===== config.mk =====
export PLATFORM = sky130hd
export DESIGN_NAME = cmd_reg_decoder
export DESIGN_NICKNAME = d
export VERILOG_FILES = /design/src/rtl/cmdreg_pkg.sv /design/src/rtl/pkt_checker.sv /design/src/rtl/reg_bank.sv /design/src/rtl/err_counter.sv /design/src/rtl/cmd_reg_decoder.sv
export SDC_FILE = /design/constraint.sdc
export NUM_CORES = 1
export LEC_CHECK = 0
export BUFFER_PORTS_ARGS = -buffer_cell sky130_fd_sc_hd__buf_2
export CORE_AREA = 2 2 236 238
export DETAILED_ROUTE_END_ITERATION = 10
export DIE_AREA = 0 0 238 240
export HOLD_SLACK_MARGIN = 0.12
export PLACE_DENSITY_LB_ADDON = 0.1
export SLEW_MARGIN = 20
export SYNTH_ARGS = -nofsm -noshare
export SYNTH_HDL_FRONTEND = slang
export SYNTH_SLANG_ARGS = --single-unit

===== constraint.sdc =====
create_clock -name clk -period 3.16 [get_ports clk]
set_input_delay 0.632 -clock clk [delete_from_list [all_inputs] [get_ports clk]]
set_output_delay 0.632 -clock clk [all_outputs]
set_load 0.03 [all_outputs]

===== src/rtl/cmdreg_pkg.sv =====
package cmdreg_pkg;
    localparam int PKT_W  = 32;
    localparam int OP_W   = 4;
    localparam int ADDR_W = 12;
    localparam int DATA_W = 16;

    localparam logic [OP_W-1:0] OP_WRITE = 4'h1;
    localparam logic [OP_W-1:0] OP_READ  = 4'h2;

    typedef enum logic [1:0] {
        S_IDLE    = 2'd0,
        S_CHECK   = 2'd1,
        S_RESPOND = 2'd2
    } dec_state_t;
endpackage


===== src/rtl/pkt_checker.sv =====
module pkt_checker
    import cmdreg_pkg::*;
#(
    parameter int NUM_REGS  = 32,
    parameter int BASE_ADDR = 0,
    localparam int IDX_W    = $clog2(NUM_REGS)
) (
    input  logic [PKT_W-1:0]  word,
    output logic [ADDR_W-1:0] addr,
    output logic [DATA_W-1:0] data,
    output logic              is_write,
    output logic              is_read,
    output logic              addr_hit,
    output logic [IDX_W-1:0]  reg_idx
);
    logic [OP_W-1:0]   op;
    logic [ADDR_W-1:0] offset;

    // field positions of the packet word
    always_comb begin
        op       = word[PKT_W-1 -: OP_W];
        addr     = word[DATA_W +: ADDR_W];
        data     = word[DATA_W-1:0];
        is_write = (op == OP_WRITE);
        is_read  = (op == OP_READ);
        offset   = addr - ADDR_W'(BASE_ADDR);
        addr_hit = (addr >= ADDR_W'(BASE_ADDR)) && (offset < ADDR_W'(NUM_REGS));
        reg_idx  = offset[IDX_W-1:0];
    end
endmodule


===== src/rtl/reg_bank.sv =====
module reg_bank
    import cmdreg_pkg::*;
#(
    parameter int NUM_REGS = 32,
    localparam int IDX_W   = $clog2(NUM_REGS),
    localparam int FLAT_W  = NUM_REGS * DATA_W
) (
    input  logic              clk,
    input  logic              rst,
    input  logic              we,
    input  logic [IDX_W-1:0]  widx,
    input  logic [DATA_W-1:0] wdata,
    input  logic [IDX_W-1:0]  ridx,
    output logic [DATA_W-1:0] rdata,
    output logic [FLAT_W-1:0] flat
);
    for (genvar g = 0; g < NUM_REGS; g++) begin : g_reg
        logic [DATA_W-1:0] q;
        always_ff @(posedge clk) begin
            if (rst)
                q <= '0;
            else if (we && widx == IDX_W'(g))
                q <= wdata;
        end
        assign flat[g*DATA_W +: DATA_W] = q;  // packing
    end

    assign rdata = flat[ridx*DATA_W +: DATA_W];

    // registers move only on a write enable
    a_r4_hold_without_write: assert property (@(posedge clk) disable iff (rst)
        !we |=> $stable(flat));
endmodule


===== src/rtl/err_counter.sv =====
module err_counter #(
    parameter int ERR_W = 8
) (
    input  logic             clk,
    input  logic             rst,
    input  logic             bump,
    output logic [ERR_W-1:0] count
);
    localparam logic [ERR_W-1:0] TOP = '1;

    always_ff @(posedge clk) begin
        if (rst)
            count <= '0;
        else if (bump && count != TOP)
            count <= count + 1'b1;
    end

    a_r6_no_wrap: assert property (@(posedge clk) disable iff (rst)
        count == TOP |=> count == TOP);
    a_r4_single_step: assert property (@(posedge clk) disable iff (rst)
        1'b1 |=> (count == $past(count) || count == $past(count) + 1'b1));
endmodule


===== src/rtl/cmd_reg_decoder.sv =====
module cmd_reg_decoder
    import cmdreg_pkg::*;
#(
    parameter int NUM_REGS  = 32,
    parameter int BASE_ADDR = 0,
    parameter int ERR_W     = 8,
    localparam int IDX_W    = $clog2(NUM_REGS),
    localparam int FLAT_W   = NUM_REGS * DATA_W
) (
    input  logic              clk,
    input  logic              rst,
    input  logic              in_valid,
    output logic              in_ready,
    input  logic [PKT_W-1:0]  in_data,
    output logic              rsp_valid,
    input  logic              rsp_ready,
    output logic [PKT_W-1:0]  rsp_data,
    output logic              wr_strobe,
    output logic [ADDR_W-1:0] wr_addr,
    output logic [FLAT_W-1:0] cfg_regs,
    output logic [ERR_W-1:0]  err_count
);
    dec_state_t        state_q, state_d;
    logic [PKT_W-1:0]  word_q;
    logic [ADDR_W-1:0] pk_addr;
    logic [DATA_W-1:0] pk_data;
    logic              pk_wr, pk_rd, pk_hit;
    logic [IDX_W-1:0]  pk_idx;
    logic [DATA_W-1:0] rd_value;
    logic              take_wr, take_rd, drop_pkt;

    pkt_checker #(.NUM_REGS(NUM_REGS), .BASE_ADDR(BASE_ADDR)) u_chk (
        .word(word_q), .addr(pk_addr), .data(pk_data),
        .is_write(pk_wr), .is_read(pk_rd), .addr_hit(pk_hit), .reg_idx(pk_idx)
    );

    always_comb begin
        take_wr  = (state_q == S_CHECK) && pk_wr && pk_hit;
        take_rd  = (state_q == S_CHECK) && pk_rd && pk_hit;
        drop_pkt = (state_q == S_CHECK) && !(pk_hit && (pk_wr || pk_rd));
        in_ready = (state_q == S_IDLE);
    end

    reg_bank #(.NUM_REGS(NUM_REGS)) u_bank (
        .clk(clk), .rst(rst), .we(take_wr), .widx(pk_idx), .wdata(pk_data),
        .ridx(pk_idx), .rdata(rd_value), .flat(cfg_regs)
    );

    err_counter #(.ERR_W(ERR_W)) u_err (
        .clk(clk), .rst(rst), .bump(drop_pkt), .count(err_count)
    );

    always_comb begin
        state_d = state_q;
        unique case (state_q)
            S_IDLE:    if (in_valid)  state_d = S_CHECK;
            S_CHECK:   state_d = take_rd ? S_RESPOND : S_IDLE;
            S_RESPOND: if (rsp_ready) state_d = S_IDLE;
            default:   state_d = S_IDLE;
        endcase
    end

    // state register and packet capture
    always_ff @(posedge clk) begin
        if (rst) begin
            state_q <= S_IDLE;
            word_q  <= '0;
        end else begin
            state_q <= state_d;
            if (state_q == S_IDLE && in_valid)
                word_q <= in_data;
        end
    end

    // registered outputs
    always_ff @(posedge clk) begin
        if (rst) begin
            wr_strobe <= 1'b0;
            wr_addr   <= '0;
            rsp_valid <= 1'b0;
            rsp_data  <= '0;
        end else begin
            wr_strobe <= take_wr;
            if (take_wr)
                wr_addr <= pk_addr;
            if (take_rd) begin
                rsp_valid <= 1'b1;
                rsp_data  <= {OP_READ, pk_addr, rd_value};
            end else if (rsp_valid && rsp_ready) begin
                rsp_valid <= 1'b0;
            end
        end
    end

    a_r8_block_while_pending: assert property (@(posedge clk) disable iff (rst)
        rsp_valid |-> !in_ready);
    a_r7_hold_response: assert property (@(posedge clk) disable iff (rst)
        (rsp_valid && !rsp_ready) |=> (rsp_valid && $stable(rsp_data)));
    a_r2_strobe_one_cycle: assert property (@(posedge clk) disable iff (rst)
        wr_strobe |=> !wr_strobe);
    a_r3_no_early_strobe: assert property (@(posedge clk) disable iff (rst)
        (state_q == S_CHECK) |-> !wr_strobe);
    a_r5_drop_is_silent: assert property (@(posedge clk) disable iff (rst)
        drop_pkt |=> (!wr_strobe && !rsp_valid));
endmodule


; ---- Yosys cells after proc, flatten, opt, wreduce, memory -nomap -nowiden
; Cells that the tools add are included.
[classes]
reduce_logical = 48
mux = 6
add_sub_neg = 1
magnitude_cmp = 2
shift = 1
eq_ne = 38
[ops]
columns = cell, n
row1 = 512-bit by 10-bit variable part select with 16-bit output, 1
row2 = "5-bit == test, second input constant", 16
row3 = 1-bit logical AND, 42
row4 = "5-bit by 4-bit == test with 1-bit output, second input constant", 8
row5 = "5-bit by 3-bit == test with 1-bit output, second input constant", 4
row6 = "12-bit by 1-bit >= comparator with 1-bit output, second input constant", 1
row7 = "12-bit by 6-bit less-than comparator with 1-bit output, second input constant", 1
row8 = "5-bit by 2-bit == test with 1-bit output, second input constant", 2
row9 = "8-bit by 1-bit adder with 8-bit output, second input constant", 1
row10 = "8-bit != test, second input constant", 1
row11 = 2-bit 2-to-1 mux, 3
row12 = 2-bit case mux with 3 select lines, 1
row13 = "5-bit by 1-bit == test with 1-bit output, second input constant", 1
row14 = 5-bit zero test, 1
row15 = "4-bit by 1-bit == test with 1-bit output, second input constant", 1
row16 = "4-bit by 2-bit == test with 1-bit output, second input constant", 1
row17 = "2-bit != test, second input constant", 2
row18 = "2-bit by 1-bit == test with 1-bit output, second input constant", 1
row19 = "2-bit == test, second input constant", 1
row20 = 2-bit zero test, 1
row21 = 1-bit 2-to-1 mux, 2
row22 = 2-bit AND reduction, 1
row23 = 2-bit nonzero test, 1
row24 = 1-bit zero test, 1
row25 = 1-bit logical OR, 1
[word_totals]
word_cells = 135
register_bits = 597
out_inout_bits = 567
in_bits = 36

; ---- Logic depth before layout (Yosys ltp)
; Gate-level depths: netlist of the first run.
[logic_depth]
ltp_word = 6
ltp_mapped = 9

; ---- Cells and area by module
; From an unflattened synthesis of the first run, not the netlist that was laid out.
[hier_totals]
hier_cells = 3251
area_unflattened_um2 = 26731.9
[modules_own_cells]
columns = mod, area_each_um2, seq_area_each_um2, cells_each, n_inst
row1 = reg_bank, 22633.0, 10249.8, 2844, 1
row2 = cmd_reg_decoder, 3383.2, 1541.5, 324, 1
row3 = err_counter, 430.4, 160.2, 46, 1
row4 = pkt_checker, 285.3, 0.0, 37, 1

; ---- Worst setup path before layout of the first run
; No wires, ideal clock.
[synth_path]
path_type = register -> register
start = register word_q[24]
end = register u_bank.g_reg[23].q[10]
slack_ns = 0.968
t_required_ns = 3.032
n_path_buf = 4
arrival_ns = 2.064
stages_incl_launch_ff = 10
cell_sequence = dfxtp_1 -> nor4_4 -> nand2_2 -> buf_6 -> buf_12 -> buf_8 -> nor3_4 -> buf_6 -> mux2i_1 -> nor2_1
[synth_via]
elab_chain_cells = 4
[synth_rtl]
columns = item, line_no
row1 = from (decl), cmd_reg_decoder.sv:24  ; logic [PKT_W-1:0] word_q;
row2 = from (signal assigned), cmd_reg_decoder.sv:71  ; word_q <= in_data;
row3 = 12-bit by 1-bit >= comparator with 1-bit output / 12-bit by 6-bit less-than comparator with 1-bit output (equally long branches), pkt_checker.sv:27  ; addr_hit = (addr >= ADDR_W'(BASE_ADDR)) && (offset < ADDR_W'(NUM_REGS));
row4 = 1-bit logical AND (*), pkt_checker.sv:27
row5 = 1-bit logical AND (*), cmd_reg_decoder.sv:38  ; take_wr = (state_q == S_CHECK) && pk_wr && pk_hit;
row6 = 1-bit logical AND (*), reg_bank.sv:22  ; else if (we && widx == IDX_W'(g))
row7 = to (signal assigned), reg_bank.sv:23  ; q <= wdata;
row8 = to (decl), reg_bank.sv:18  ; logic [DATA_W-1:0] q;
; Every way passes the cells marked *; elsewhere a longest branch is shown, timed or not.
; A chain may end at the register's enable or synchronous reset.

; ---- Worst setup path after layout of the first run
[layout_path]
start = register word_q[17]
end = register rsp_data[13]
[layout_via]
elab_chain_cells = 3
[layout_rtl]
columns = item, line_no
row1 = branches (longest 3 deep; another with 512-bit by 10-bit variable part select with 16-bit output), --
row2 = to (signal assigned), cmd_reg_decoder.sv:88  ; rsp_data <= {OP_READ, pk_addr, rd_value};
row3 = to (decl), cmd_reg_decoder.sv:17  ; output logic [PKT_W-1:0] rsp_data,
; Several ways; the timed one is not identified.

==> results of run 1 <==
-- metal layers --
metal / global-route usage (%) / part of all wire (%) / vias up
met5: 0 / 0.012 / -
met4: 15.7 / 4.7 / 2
met2: 57.9 / 46 / 1198
met1: 44.8 / 39 / 11683
met3: 10.3 / 9.8 / 255
li1: - / - / 10981
-- sequential cells by signal, indices dropped and copies added, names as in the netlist --
signal and cells:
u_bank.g.q 512, word_q 32, rsp_data 29, wr_addr 12, u_err.count 8, state_q 2
rsp_valid 1, wr_strobe 1
-- worst max-delay path, stage by stage, from the launching register on --
cell and delay (ns):
dfxtp_4 0.71, buf_12 0.30, buf_12 0.28, mux2i_1 0.16, a22oi_1 0.28, a21oi_1 0.17, or4_1 0.57, a211oi_1 0.24
-- logic make-up after synthesis --
family,share of synthesized area [%]
AO/OA/AOI/OAI,11.8
other,0.0145
AND/OR/NAND/NOR,17.4
adder cells (fa/ha/maj),0.0484
multiplexers,19.0
XOR/XNOR,0.237
buffers and inverters,5.33
flip-flops,46.2
-- cell usage after synthesis (2+ instances only) --
| library cell | number |
|---|---|
| clkbuf_1 | 194 |
| inv_1 | 2 |
| nor3_2 | 16 |
| nor3_1 | 4 |
| buf_2 | 52 |
| nor2b_1 | 2 |
| nand3b_1 | 5 |
| a22oi_1 | 128 |
| nand3_1 | 7 |
| a211oi_1 | 17 |
| nor4_4 | 5 |
| mux2i_1 | 490 |
| xnor2_1 | 6 |
| or3_1 | 14 |
| nor3_4 | 12 |
| buf_6 | 16 |
| dfxtp_1 | 597 |
| nand4_1 | 2 |
| nor4_1 | 4 |
| nand2_1 | 648 |
| buf_4 | 19 |
| a21oi_1 | 387 |
| or4_1 | 20 |
| nand2b_1 | 3 |
| buf_1 | 6 |
| nor2_1 | 271 |
| and2_1 | 17 |
-- path summary, 6_finish.rpt --
path / from / to / slack [ns] / cells after the start
setup / recovery: word_q[17] / rsp_data[13] / 0.31 / 7
hold / removal: in_data[19] / word_q[19] / 0.26 / 3
setup reg to reg: word_q[17] / rsp_data[13] / 0.31 / 7
hold reg to reg: wr_addr[9] / wr_addr[9] / 0.45 / 1
-- power breakdown --
group / total, mW / internal, mW / switching [mW]
sequential: 7.64 / 7.56 / 0.0821
clock: 7.98 / 4.77 / 3.21
combinational: 1.07 / 0.312 / 0.759
total: 16.7 / 12.6 / 4.05
-- layout make-up --
| type | instances | area [µm²] | share of cell area (%) |
|---|---|---|---|
| sequential | 597 | 12000 | 37.9 |
| multi-input combinational | 2073 | 12600 | 39.9 |
| antenna | 3 | 7.51 | 0.0238 |
| tap | 704 | 881 | 2.79 |
| clock buffer | 97 | 2030 | 6.43 |
| clock inverter | 18 | 199 | 0.631 |
| timing repair buffer | 689 | 3870 | 12.3 |
| inverter | 2 | 7.51 | 0.0238 |
-- per-stage QoR --
step	instances	hold slack, ns	worst slack, ns
floorplan	2961	0.436	0.968
global placement	4064	0.438	0.334
detailed placement	4065	0.439	0.408
CTS	4180	0.243	0.383
global route	4180	0.246	0.226
finish	4183	0.264	0.314
==> metrics list, run 1 <==
- The cell sitting at the root of the clock tree is a clkbuf_16.
* Critical path data arrival time: 3.35 ns
* Ys Warns: 0
- Clock H-tree levels: 3
- RePlAce Congestion: 0.961
- In this run, synthesis produced a sequential element count of 597.
- Final Net Count: 3467
* Final core utilization: 57.7%
- Headroom to the max-slew limit came out at 34.1%.
- Setup violations remaining at the end of the flow were counted as 0.
* Critical path data required time: 3.67 ns
* Fraction of layout cells with a size suffix above 1: 24.1%
- The floorplan step defined a die boundary enclosing 57100 µm².
- The floorplan step set the die width to 238 µm.
- Synthesis handed over a netlist of 2959 instances.
- Hold repair after CTS inserted 0 buffers.
- Result of the run: complete, no violations
* Power Dens Cells: 529 nW/µm²
* Total core area: 54700 µm²
* Clk Latency, worst-skew pair: 0.61 ns
* Async S/R FF share, synth: 0%
- Worst min path class: input port to flop
- Of the synthesized area, sequential elements account for 46.2%.
* Post-CTS setup repair buffer count: 0
- Along the worst path, the maximum fanout reaches 31.
- Worst Setup End Kind: flop
* Maximum clock path buffer count: 3
- The library cell used most frequently in the layout, excluding fill and tap cells, is nand2_1.
- The number of pins exceeding their max-slew limit in the final report is 0.
* Cell types with the largest area share after synthesis: dfxtp_1 46%, mux2i_1 19%, nand2_1 9.4%, a21oi_1 7.5%, nor2_1 3.9%
- After clock tree synthesis, the clock-pin slew on the worst setup and hold paths is 0.06 ns.
- Reported max-cap violation count: 0
- Average via count per standard cell: 5.77
* Fill count: 4954
- A synthesized cell averages 8.73 µm².
* Vias: 24.1k
* Top-Level Pins: 603
- Number of enable flip-flop cells after synthesis: 0
- Worst voltage drop across the vdd grid: 498 µV
- Number of antenna violations at the first check in global routing: 3
* Placed inst area: 29300 µm²
- Setup repair after global routing left no endpoint under its margin.
- Total Neg Setup Slack: 0 ns
* Post-route DRC: 0
- Final routed wirelength across all metal layers: 107000 µm
* Final Hold Fails: 0
- The detail route stage leaves a number of antenna-violating nets equal to 0.
* GR Overflow Total: 0
- After routing the design area is 31500 µm².
* Number of port buffers: 599
- The die is 240 µm tall.
* DRC violation total after the first TritonRoute iteration: 2324
- Across every metal layer, demand over resource in global routing totals 35.9%.
* Via count of the first global-routing pass: 22.7k
* Layout-stage area growth over the synthesis result: 22.0%
- Number of placement rows: 86
* Count of instances resized after the clock tree is built: 0
- Synthesis instantiated 42 different standard cells from the library.
* Maximum clock skew at final layout: 0.0167 ns
- Global-route wire length before repair: 154000 µm
- For this design the static power due to leakage is 12.5 nW.
* Post-route fraction of the period consumed by the critical path: 90.1%
* Worst-margin pin slew: 0.989 ns
- TritonCTS clock tree: done
* Largest net degree at the start of global routing: 95
- In the synthesized netlist the dominant register cell turns out to be dfxtp_1.
* Fraction of synthesized cell area taken by the top area cell type: 46.2%
* Post-DP HPWL: 75600 µm
* CP Launch Type: flop
- The number of clock buffers added by TritonCTS is 67.
- Overall power: 16.7 mW
- Total number of clock tree sinks: 597
- After detailed routing, the average wire length per cell comes to 25.5 µm.
- Min Tclk post-route: 2.85 ns
- Kind of critical path: flop to flop
* Initial core utilization: 47.3%
- Top achievable clock speed: 351 MHz
- The first TritonRoute pass finished after 6 iterations.
- Leading cell types in the layout, fill and taps excluded: 648 x nand2_1, 598 x buf_2, 593 x dfxtp_1
- The synthesized netlist occupies a cell area of 25800 µm².
- The biggest area contributor in the post-synthesis netlist is dfxtp_1.
(Power assumes the default switching activity.)
==> inputs of run 2 (changes only) <==
- ABC_AREA: default -> 1
- ABC_CLOCK_PERIOD_IN_PS: default -> 3160
- CORE_AREA: 2 2 236 238 -> 2 2 238 240
- DIE_AREA: 0 0 238 240 -> 0 0 240 242
==> run 2 against run 1 <==
  * Synthesized cell count increased by 38%
  * Count of clock-buffer cells in the layout increased by 7
  * Flip-flop and latch count unchanged
  * Area after synthesis increased by 2.0%
  * Register-to-register slack improved by 0.32 ns
  * Wire length increased by 7.1%
  * Global-route usage increased by 1.9 points
  * Cell count increased by 27%
  * Clock power about the same
  * Die area increased by 1.7%
  * First-iteration DRC count increased by 26%
==> metrics list, run 2 <==
* Result of the run: complete, no violations (unchanged)
* Top achievable clock speed: 395 MHz (was 351 MHz)
- Cell seen most often among critical-path stages: nand2_1 (was buf_12)
- Fill count: 5632 (was 4954)
* Count of mapped cells out of synthesis: 4076 (was 2959)
* Netlist area before placement: 26400 µm² (was 25800 µm²)
* Critical path data arrival time: 3.03 ns (was 3.35 ns)
- The final weighted congestion in routability-driven placement was 0.940 (was 0.961).
- Total count of max-transition violations in the final report: 0 (unchanged)
* Setup violation total in the final timing report: 0 (unchanged)
- Critical path data required time: 3.66 ns (was 3.67 ns)
* Vertical extent of the die: 242 µm (was 240 µm)
* Largest net degree at the start of global routing: 155 (was 95)
- Flop and latch count out of synthesis: 597 (unchanged)
- The first-pass GRT wire length was 165000 µm (was 154000 µm).
- Min Tclk post-route: 2.53 ns (was 2.85 ns)
- Unrepaired setup endpoints after global routing: false (unchanged).
* Met1 Wirelength: 47000 µm (was 41800 µm)
- The number of nets in the layout came to 4538 (was 3467).
- WL met2: 51200 µm (was 49300 µm)
* Largest area contributor in the netlist: dfxtp_1 (unchanged)
- Cell types with the largest area share after synthesis: dfxtp_1 45%, nand2_1 17%, nor2_1 13%, o21ai_0 13%, clkbuf_1 3.0% (was dfxtp_1 46%, mux2i_1 19%, nand2_1 9.4%, a21oi_1 7.5%, nor2_1 3.9%).
* Master cell of the clock root buffer: clkbuf_16 (unchanged)
- The source-to-sink clock delay at the later pin of the worst-skew pair was 0.62 ns (was 0.61 ns).
* Register cell area after layout: 12000 µm² (about the same)
- Capture point of the worst reg-to-reg path: rsp_data[15] (was rsp_data[13])
- Fraction of synthesized cell area taken by the top area cell type: 45.3% (was 46.2%)
- Maximum clock path buffer count: 3 (unchanged)
- The horizontal extent of the die is 240 µm (was 238 µm).
- Initial core utilization: 47.3% (about the same)
* Top fanout value on the critical path: 154 (was 31)
- Synth top cells by count: 1205 x nand2_1, 923 x nor2_1, 660 x o21ai_0 (was 648 x nand2_1, 597 x dfxtp_1, 490 x mux2i_1)
- Post-CTS setup repair buffer count: 0 (unchanged)
- Leading cell types in the layout, fill and taps excluded: 1205 x nand2_1, 921 x nor2_1, 660 x o21ai_0 (was 648 x nand2_1, 598 x buf_2, 593 x dfxtp_1)
* Worst-margin pin slew: 1.26 ns (was 0.989 ns)
- Largest registers: u_bank.g.q (512), word_q (32), rsp_data (29) (unchanged).
- The total buffers and inverters traversed by the critical path came to 3 (was 2).
* DRC violation total after the first TritonRoute iteration: 2932 (was 2324)
- Worst Setup End Kind: flop (unchanged)
* Post-route worst hold slack: 0.291 ns (was 0.264 ns)
- Layout-stage area growth over the synthesis result: 20.9% (was 22.0%)
- The die footprint came to 58100 µm² (was 57100 µm²).
* Power Dens Cells: 523 nW/µm² (was 529 nW/µm²)
- The worst max-slew margin expressed relative to the limit was 16.2% (was 34.1%).
- The number of sinks on the clock net was 597 (unchanged).
* Quantity of hold-fixing buffers added after cts: 0 (unchanged)
- Num CTS Buffers: 67 (unchanged)
- Worst voltage drop across the vdd grid: 352 µV (was 498 µV)
- Final Hold Fails: 0 (unchanged)
* CP Launch Type: flop (unchanged)
* Post-route fraction of the period consumed by the critical path: 80.1% (was 90.1%)
* TritonCTS clock tree: done (unchanged)
- The slack of the worst reg-to-reg path is 0.63 ns (was 0.31 ns).
* Leakage power: 15.2 nW (was 12.5 nW)
- Vias: 28.4k (was 24.1k)
- The max-cap violation count is 0 (unchanged).
- Clock slew at reported path FFs: 0.06 ns (about the same)
- The number of enable flip-flop cells after synthesis came to 0 (unchanged).
- The initial antenna violation count was 3 (unchanged).
* GR Overflow Total: 0 (unchanged)
* Kind of critical path: flop to flop (unchanged)
* Worst Reg-to-Reg Cells: 12 (was 7)
* Cell with the most instances after synthesis: nand2_1 (unchanged)
- Total Neg Setup Slack: 0 ns (unchanged)
- The register with the most flip-flops was u_bank.g.q (unchanged).
* Top-Level Pins: 603 (unchanged)
* Post-DP HPWL: 78300 µm (was 75600 µm)
* Async S/R FF share, synth: 0% (unchanged)
* Post-route ant nets: 0 (unchanged)
- Worst min path class: input port to flop (unchanged)
* Cell depth of the worst hold path: 3 (unchanged)
* Wire per inst: 21.5 µm (was 25.5 µm)
- The sum of routed wire length over all layers is 114000 µm (was 107000 µm).
- Number of port buffers: 599 (unchanged)
* Category of cells accounting for the largest share of critical-path delay: simple AND/OR/NAND/NOR gates (was flip-flops)
* Reg-to-reg startpoint: word_q[16] (was word_q[17])
* CP max stage delay: 0.56 ns (was 0.71 ns)
- Sequential share of the synthesized area: 45.3% (was 46.2%)
- The count of standard-cell rows came to 87 (was 86).
* Drt pass-1 iters: 7 (was 6)
- The top flip-flop cell by instance count after synthesis is dfxtp_1 (unchanged).
- Via count of the first global-routing pass: 25.4k (was 22.7k)
- The detailed-route vias per instance was 5.34 (was 5.77).
- The total met3 wirelength after detailed routing came to 10200 µm (was 10400 µm).
- Distinct cell type count of the synthesized netlist: 28 (was 42)
- Count of instances resized after the clock tree is built: 0 (unchanged)
- The number of synthesis warnings was 0 (unchanged).
- Fraction of layout cells with a size suffix above 1: 17.6% (was 24.1%)
* Top layer in use: met4 (was met5)
- The number of H-tree levels is 3 (unchanged).
* Maximum clock skew at final layout: 0.0301 ns (was 0.0167 ns)
- Post-route DRC: 0 (unchanged)
- Global Route Usage Sum: 37.8% (was 35.9%)
- The cell with the largest stage delay on the worst path was dfxtp_4 (unchanged).
* Worst-path cell chain: inv_4, buf_12, nand2_1, nand2_1, nand2_1, nand2_1, nand2_1, nand2_1, o21ai_0, nand3_1, nand2_1, inv_1 (was buf_12, buf_12, mux2i_1, a22oi_1, a21oi_1, or4_1, a211oi_1)
- Endpoint, Worst Hold: word_q[25] (was word_q[19])
- Total core area: 55700 µm² (was 54700 µm²)
* Flip-flop count of the largest register, all copies and words added: 512 (unchanged)
- Multi-input logic area: 12500 µm² (was 12600 µm²)
- The start point of the worst min-delay path is in_data[25] (was in_data[19]).
* Syn_area_per_cell: 6.47 µm² (was 8.73 µm²)
* Most frequent standard cell in the layout excluding fill and tap cells: nand2_1 (unchanged)
[run 2: final cells by class]
type                       count  share of cell area (%)
multi-input combinational   3012                    39.2
sequential                   597                    37.6
timing repair buffer         650                    11.2
clock buffer                 104                    6.20
tap                          756                    2.97
inverter                     173                    2.08
clock inverter                15                   0.675
antenna                        4                  0.0314
[run 2: cell families after synthesis]
group,share of synthesized area (%)
and+or+nand+nor,31.9
AOI/OAI and AO/OA,15.3
buffers and inverters,7.28
xor gates and xnor gates,0.166
adders and majority gates,0.0474
other,0.0142
DFF,45.3
[run 2: layer usage]
layer	vias up	global-route usage [%]
li1	13638	-
met1	13038	50.7
met2	1434	59.0
met3	272	7.06
met4	0	17.1
met5	-	0
[run 2: worst max path at each step]
stage	startpoint	to	slack [ns]	cells past startpoint
finish	word_q[16]	rsp_data[15]	0.63	12
global route	word_q[24]	u_bank.g_reg[25].q[6]	0.42	10
CTS	word_q[22]	u_bank.g_reg[25].q[11]	0.66	10
detailed placement	word_q[22]	u_bank.g_reg[25].q[11]	0.68	10
global placement	word_q[22]	u_bank.g_reg[3].q[9]	0.74	10
floorplan	u_err.count[1]	u_err.count[0]	1.45	7
[run 2: worst min-delay path, cell delays in order]
cell     delay, ns
buf_2         0.07
o21ai_0       0.07
nor2_1        0.08
[run 2: power breakdown]
| group | internal, mW | total [mW] | switching (mW) |
|---|---|---|---|
| sequential | 7.57 | 7.78 | 0.210 |
| clock | 4.71 | 7.96 | 3.25 |
| combinational | 0.209 | 0.944 | 0.735 |
[run 2: stage by stage]
step	setup slack (ns)	util (%)	std cells	total power [mW]	instance area (µm²)
after floorplan	1.45	-	4078	8.43	26400
after global placement	0.741	53.2	5187	8.84	29600
after detailed placement	0.680	53.2	5188	8.85	29700
after CTS	0.661	57.2	5307	16.7	31900
after global routing	0.418	57.2	5308	17.1	31900
final	0.630	57.2	5311	16.7	31900
